<file path="config.mk">
export PLATFORM = sky130hd
export DESIGN_NAME = sar_conv_ctrl
export DESIGN_NICKNAME = d
export VERILOG_FILES = /design/src/rtl/sar_conv_ctrl.sv
export SDC_FILE = /design/constraint.sdc
export NUM_CORES = 1
export LEC_CHECK = 0
export ABC_AREA = 1
export BUFFER_PORTS_ARGS = -buffer_cell sky130_fd_sc_hd__buf_2
export CELL_PAD_IN_SITES_DETAIL_PLACEMENT = 0
export CELL_PAD_IN_SITES_GLOBAL_PLACEMENT = 1
export CORE_MARGIN = 1.5
export CORE_UTILIZATION = 42
export DETAILED_ROUTE_END_ITERATION = 7
export GPL_ROUTABILITY_DRIVEN = 0
export PLACE_DENSITY_LB_ADDON = 0.15
export SETUP_SLACK_MARGIN = 0.1
export SYNTH_ARGS = -nofsm -noshare
export SYNTH_HDL_FRONTEND = slang
export SYNTH_SLANG_ARGS = --single-unit
export TNS_END_PERCENT = 5
</file>
<file path="constraint.sdc">
create_clock -name clk -period 2.2 [get_ports clk]
set_input_delay 0.11 -clock clk [delete_from_list [all_inputs] [get_ports clk]]
set_output_delay 0.11 -clock clk [all_outputs]
set_load 0.01 [all_outputs]
</file>
<file path="src/rtl/sar_conv_ctrl.sv">
module sar_conv_ctrl #(
  parameter int RES_W = 10,
  parameter int ACQ_W = 8
) (
  input  logic             clk,
  input  logic             rst_n,
  input  logic             enable,
  input  logic             go,
  input  logic [1:0]       clk_sel,
  input  logic [ACQ_W-1:0] acq_len,
  input  logic             right_just,
  input  logic             cmp_in,
  output logic [RES_W-1:0] trial_code,
  output logic             sample_closed,
  output logic             busy,
  output logic             done,
  output logic [7:0]       res_hi,
  output logic [7:0]       res_lo
);
  localparam int PACK_W = 16;
  localparam int PAD_W  = PACK_W - RES_W;
  localparam int DIV_W  = 5;
  localparam logic [RES_W-1:0] MID = RES_W'(1) << (RES_W - 1);

  typedef enum logic [1:0] {ST_IDLE, ST_ACQ, ST_TRIAL} st_t;

  st_t              st;
  logic [ACQ_W-1:0] acq_cnt, acq_lim;
  logic [DIV_W-1:0] div_cnt, per_lim, per_sel;
  logic [RES_W-1:0] trial, cur_bit, decided, result;
  logic [PACK_W-1:0] packed_res;

  assign per_sel = (clk_sel == 2'd0) ? DIV_W'(1) : (clk_sel == 2'd1) ? DIV_W'(7) : DIV_W'(31);
  assign decided = cmp_in ? trial : (trial & ~cur_bit);

  always_ff @(posedge clk or negedge rst_n) begin
    if (!rst_n) begin
      st      <= ST_IDLE;
      acq_cnt <= '0;
      acq_lim <= '0;
      div_cnt <= '0;
      per_lim <= '0;
      trial   <= '0;
      cur_bit <= '0;
      result  <= '0;
      done    <= 1'b0;
    end else if (!enable) begin
      st   <= ST_IDLE;
      done <= 1'b0;
    end else begin
      done <= 1'b0;
      case (st)
        ST_IDLE: if (go) begin
          st      <= ST_ACQ;
          acq_cnt <= '0;
          acq_lim <= (acq_len == '0) ? ACQ_W'(1) : acq_len;
          per_lim <= per_sel;
        end
        ST_ACQ: begin
          if (acq_cnt == acq_lim - ACQ_W'(1)) begin
            st      <= ST_TRIAL;
            trial   <= MID;
            cur_bit <= MID;
            div_cnt <= '0;
          end else begin
            acq_cnt <= acq_cnt + ACQ_W'(1);
          end
        end
        ST_TRIAL: begin
          if (div_cnt == per_lim) begin
            div_cnt <= '0;
            if (cur_bit[0]) begin
              trial  <= decided;
              result <= decided;
              st     <= ST_IDLE;
              done   <= 1'b1;
            end else begin
              trial   <= decided | (cur_bit >> 1);
              cur_bit <= cur_bit >> 1;
            end
          end else begin
            div_cnt <= div_cnt + DIV_W'(1);
          end
        end
        default: st <= ST_IDLE;
      endcase
    end
  end

  assign busy          = enable && (st != ST_IDLE);
  assign sample_closed = enable && (st == ST_ACQ);
  assign trial_code    = trial;
  assign packed_res    = right_just ? {{PAD_W{1'b0}}, result} : {result, {PAD_W{1'b0}}};
  assign res_hi        = packed_res[PACK_W-1:8];
  assign res_lo        = packed_res[7:0];
endmodule


</file>
**After elaboration in Yosys (flattened, before gate mapping)**

Index checks and enable logic that the tools add are counted.

- Eq/ne operators: 14
- Bitwise gates (word level): 3
- Reduce and logical (&&, ||, !) cells: 15
- Mux-type cells: 28
- $add $sub $neg: 3

Operator list:

| kind | count |
|---|---|
| $mux 10 | 6 |
| $pmux 10 s2 | 2 |
| $mux 8 | 3 |
| $mux 5 | 4 |
| $mux 16 | 1 |
| $pmux 8 s2 | 1 |
| $reduce_and 4->1 | 4 |
| $ne 3x3->1 const B | 4 |
| $and 10x10->10 | 1 |
| $mux 2 | 5 |
| $ne 2x2->1 const B | 5 |
| $not 10->10 | 1 |
| $or 10x9->10 | 1 |
| $pmux 5 s2 | 1 |
| $add 8x1->8 const B | 1 |
| $eq 8x8->1 | 1 |
| $logic_not 8->1 | 1 |
| $sub 8x1->8 const B | 1 |
| $pmux 2 s3 | 1 |
| $reduce_and 3->1 | 2 |
| $reduce_bool 2->1 | 3 |
| $add 5x1->5 const B | 1 |
| $eq 5x5->1 | 1 |
| $reduce_and 5->1 | 1 |
| other kinds (5) | 11 |

- Output and inout bits: 29
- Bits in registers: 59
- Logic and storage cells: 73

**Depth between registers and ports, before layout**

- Depth in word-level cells: 7
- Gate-level depth with buffers: 15
- Depth with buffers taken out: 15

**Worst setup path before layout**

Ideal clock, no wire load.

- Kind: reg2reg
- Start point: register acq_lim[0]
- End point: register trial[9], in the netlist trial_code[9]
- Data arrival time: 1723 ps
- Stages on the path, launching flop included: 15
- Library setup time: 127 ps
- Slack: 350 ps
- Path buffers: 1
- Clock period less this slack: 1850 ps
- Cells stage by stage: dfrtp_1 > inv_2 > ha_1 > or2_1 > nand2_1 > nand2_1 > nand2_1 > nand3_1 > nor2_4 > nand2_4 > nand2_8 > nand3_4 > buf_6 > nand2_2 > nand3_2

- Word-level cells in the longest chain between the ends: 4

RTL lines:

| item | line | source |
|---|---|---|
| start: declaration | 28 | `logic [ACQ_W-1:0] acq_cnt, acq_lim;` |
| start signal: assignment | 56 | `acq_lim <= (acq_len == '0) ? ACQ_W'(1) : acq_len;` |
| $sub 8x1->8 | 60 | `if (acq_cnt == acq_lim - ACQ_W'(1)) begin` |
| $eq 8x8->1 | 60 |  |
| $ne 2x2->1 (no line) | - |  |
| $reduce_and 4->1 (no line) | - |  |
| end signal: assignment | 73 | `trial <= decided;` |
| end signal: assignment | 78 | `trial <= decided \| (cur_bit >> 1);` |
| end: declaration | 30 | `logic [RES_W-1:0] trial, cur_bit, decided, result;` |

Every way passes these cells.
A chain may end at the register's enable or synchronous reset.

**Final worst setup path**

- Start point: register acq_lim[1]
- End point: register trial[9], in the netlist trial_code[9]

The elaborated chain is that of the path after synthesis.

==> results by group <==
Run status
  • Outcome: finished clean

Worst setup path
  • Worst setup EP type: flop
  • Data required time at the worst endpoint: around 2400 ps
  • CP Launch Type: flop
  • Crit path max-delay family: simple AND/OR/NAND/NOR gates
  • Critical-path maximum fanout: 7
  • Kind of critical path: reg -> reg
  • Cells along the critical path: inv_2 -> ha_4 -> nand2_1 -> nand2_1 -> nand2_1 -> nor2_2 -> nand3_2 -> nor2_4 -> nand2_4 -> nand2_8 -> nand3_4 -> buf_12 -> nand2_2 -> nand3_2
  • Max incr delay on CP: roughly 390 ps
  • CP max stage cell: dfrtp_1
  • CP bufs+invs: 2
  • CP Data Arrival Time: ~2200 ps
  • CP most frequent cell: nand2_1

GRT
  • GRT Overall Usage: about a fifth
  • Initial antenna violation count: 0
  • Largest net degree at the start of global routing: 58
  • First-pass GRT wire length: about 12000 um
  • Final global-route overflow total: 0
  • Number of global-route vias before repair: 2575

Route
  • Drt pass-1 iters: 4
  • Drt total wl: 7480 um
  • Wire length on met1: 3830 um
  • Wire per inst: around 13 um
  • Post-route ant nets: 0
  • Drc violations: 0
  • Top routing layer used: met4
  • Post-DR vias/cell: 4.80
  • Initial drt markers: between 100 and 150
  • Met3 WL: approximately 290 um
  • Vias: approximately 2800
  • Routed wl met2: 3260 um

Synthesis
  • Mapped Area: 3280 um2
  • Post-synthesis cell type count: 34
  • Syn nets: roughly 440
  • Asr flop ratio synth: 100%
  • Post-synthesis xor/xnor area fraction: ~3.2%
  • Number of enable flip-flop cells after synthesis: 0
  • Mux contribution to synthesized area: 1.03%
  • Sequential element share of the synthesized area: 43.5%
  • Post-Syn Instances: roughly 420
  • Post-Synth Adder-Cell Area: under 10%
  • Simple-gate share of the synthesized area: between 30% and 40%
  • Prevailing post-synth register cell: dfrtp_1
  • Synth Area in Compound Gates: a little over a tenth
  • Register bit count reported by yosys: 57
  • Average cell area after synthesis: a little under 8 um2
  • Main combinational cell family by area after synthesis: simple AND/OR/NAND/NOR gates
  • Number of synthesis warnings: 0

Timing
  • Setup TNS: 0 ps
  • F_max: slightly above 500 MHz
  • RSZ-0062 raised after global routing: no
  • Slew Viols, Final: 0
  • Slew @ Worst Pin: about 750 ps
  • Minimum clock period: just under 2000 ps
  • Setup violators final: 0
  • Crit share post-route: between 90% and 100%
  • Max_slew headroom: approximately half
  • Worst hold margin: approximately 12 ps
  • Final hold violations: 0
  • Clk_skew: ~5.4 ps

Die
  • Initial core utilization: a little over two fifths
  • IO Pins: 45
  • Die Area: 8340 um2
  • Die span in y: around 91 um
  • Die Width: around 90 um
  • Row count: 32
  • CORE AREA: 7650 um2

Clocking
  • Clock tree buffer depth: 2
  • Clock Latency Late Sink: about 340 ps
  • Clock-pin slew on the worst setup and hold paths: approximately 70 ps
  • CTS HTree Levels: 3
  • Total clock sinks: 57
  • Clock Tree Root: clkbuf_8
  • Total CTS buffers: 9
  • CTS tree: yes

Pwr
  • Pwr Density: between 700 and 800 nW/um2
  • Pleak: a little over 0.002 uW
  • VDD IR max: 395 uV

Cells and area
  • Diodes inserted: 0
  • P&R area growth vs syn: 22.4%
  • Final net count: approximately 500
  • Fill cells: a little under 800
  • Commonest cells after routing, fill and taps aside: 114 x nand2_1, 57 x dfrtp_1, 50 x nor2_1
  • Fraction of layout cells with a size suffix above 1: between 20 and 30%
  • Commonest non-fill, non-tap cell in the layout: nand2_1

Run
  • Max-Cap Viols: 0

Placement
  • I/O Buffers: between 40 and 50
  • HPWL Detailed: approximately 5300 um

Hold path
  • Hold/Removal Path Class: in -> reg
[report_power, final]
part	total [uW]	switching (uW)	internal (uW)
sequential	1150	53.0	1090
clock	1220	463	754
combinational	456	275	181
[layer usage]
metal	GRT usage, %	up-vias
met5	0	-
met4	6.51	0
met2	27.4	45
met1	28.1	1334
met3	4.19	13
li1	-	1452
[timing repair]
action | CTS | global route
gates resized for setup | 0 | 9
setup endpoints to repair | 0 | 16
hold endpoints to repair | 57 | 0
buffers inserted | 0 | 8
hold buffers | 1 | 0
[sequential cells by signal, summed over array words and instances, names as in the netlist]
signal      flops
acq_cnt         8
done            1
cur_bit        10
per_lim         3
result         10
div_cnt         5
trial_code     10
acq_lim         8
st              2
[synth_stat cells, types with 2 or more instances]
library cell	number	area share [%]
o21ai_1	14	2.1
dfrtp_1	57	44
nand2_1	114	13
buf_6	3	1.0
nand2_4	2	0.69
inv_1	50	5.7
nand2_2	18	3.4
a21oi_1	8	1.2
xor2_1	8	2.1
nor2_1	51	5.8
nor3_1	7	1.1
inv_2	4	0.46
ha_1	3	1.1
o21ai_2	15	4.0
nand4_1	4	0.76
nand3_1	14	2.1
nand3b_1	3	0.69
nor2_2	2	0.38
o21ai_0	19	2.9
xnor2_1	4	1.1
nor2_4	3	1.0
clkbuf_1	6	0.69
mux2_2	3	1.0
[path summary, 6_finish.rpt]
path	endpoint	slack (ps)	from	cells past startpoint
worst max-delay path	trial_code[9]$_DFFE_PN0P_	210	acq_lim[1]$_DFFE_PN0P_	14
worst min-delay path	acq_lim[5]$_DFFE_PN0P_	10	acq_len[5]	2
worst max register to register	trial_code[9]$_DFFE_PN0P_	210	acq_lim[1]$_DFFE_PN0P_	14
worst min register to register	cur_bit[5]$_DFFE_PN0P_	470	cur_bit[5]$_DFFE_PN0P_	2
max in group asynchronous	acq_cnt[6]$_DFFE_PN0P_	1260	rst_n	3
min in group asynchronous	acq_cnt[5]$_DFFE_PN0P_	420	rst_n	3
[per-stage QoR]
| step | instance area, um2 | cells | util (%) | worst slack [ps] | total power [uW] |
|---|---|---|---|---|---|
| 2_1_floorplan | 3280 | 423 | - | 350 | 1450 |
| 3_3_place_gp | 3640 | 567 | 47.6 | 206 | 1570 |
| 3_5_place_dp | 3640 | 567 | 47.6 | 151 | 1570 |
| 4_1_cts | 3890 | 584 | 50.9 | 144 | 2800 |
| 5_1_grt | 4010 | 593 | 52.5 | 101 | 2950 |
| 6_report | 4010 | 593 | 52.5 | 214 | 2820 |
[cell type report]
class / count / area, um2 / share of cell area (%)
clock buffer: 9 / 124 / 3.09
clock inverter: 7 / 118 / 2.93
inverter: 54 / 203 / 5.05
multi-input combinational: 301 / 1610 / 40.2
sequential: 57 / 1430 / 35.5
tap: 102 / 128 / 3.18
timing repair buffer: 63 / 403 / 10.0
[cells by family after synthesis]
kind of cell             after synthesis
AO/OA/AOI/OAI                         58
XOR/XNOR                              12
adder cells (fa/ha/maj)                3
buffers and inverters                 65
flip-flops                            57
multiplexers                           3
AND/OR/NAND/NOR                      225
Note: power is estimated with default switching activity, not from simulation.
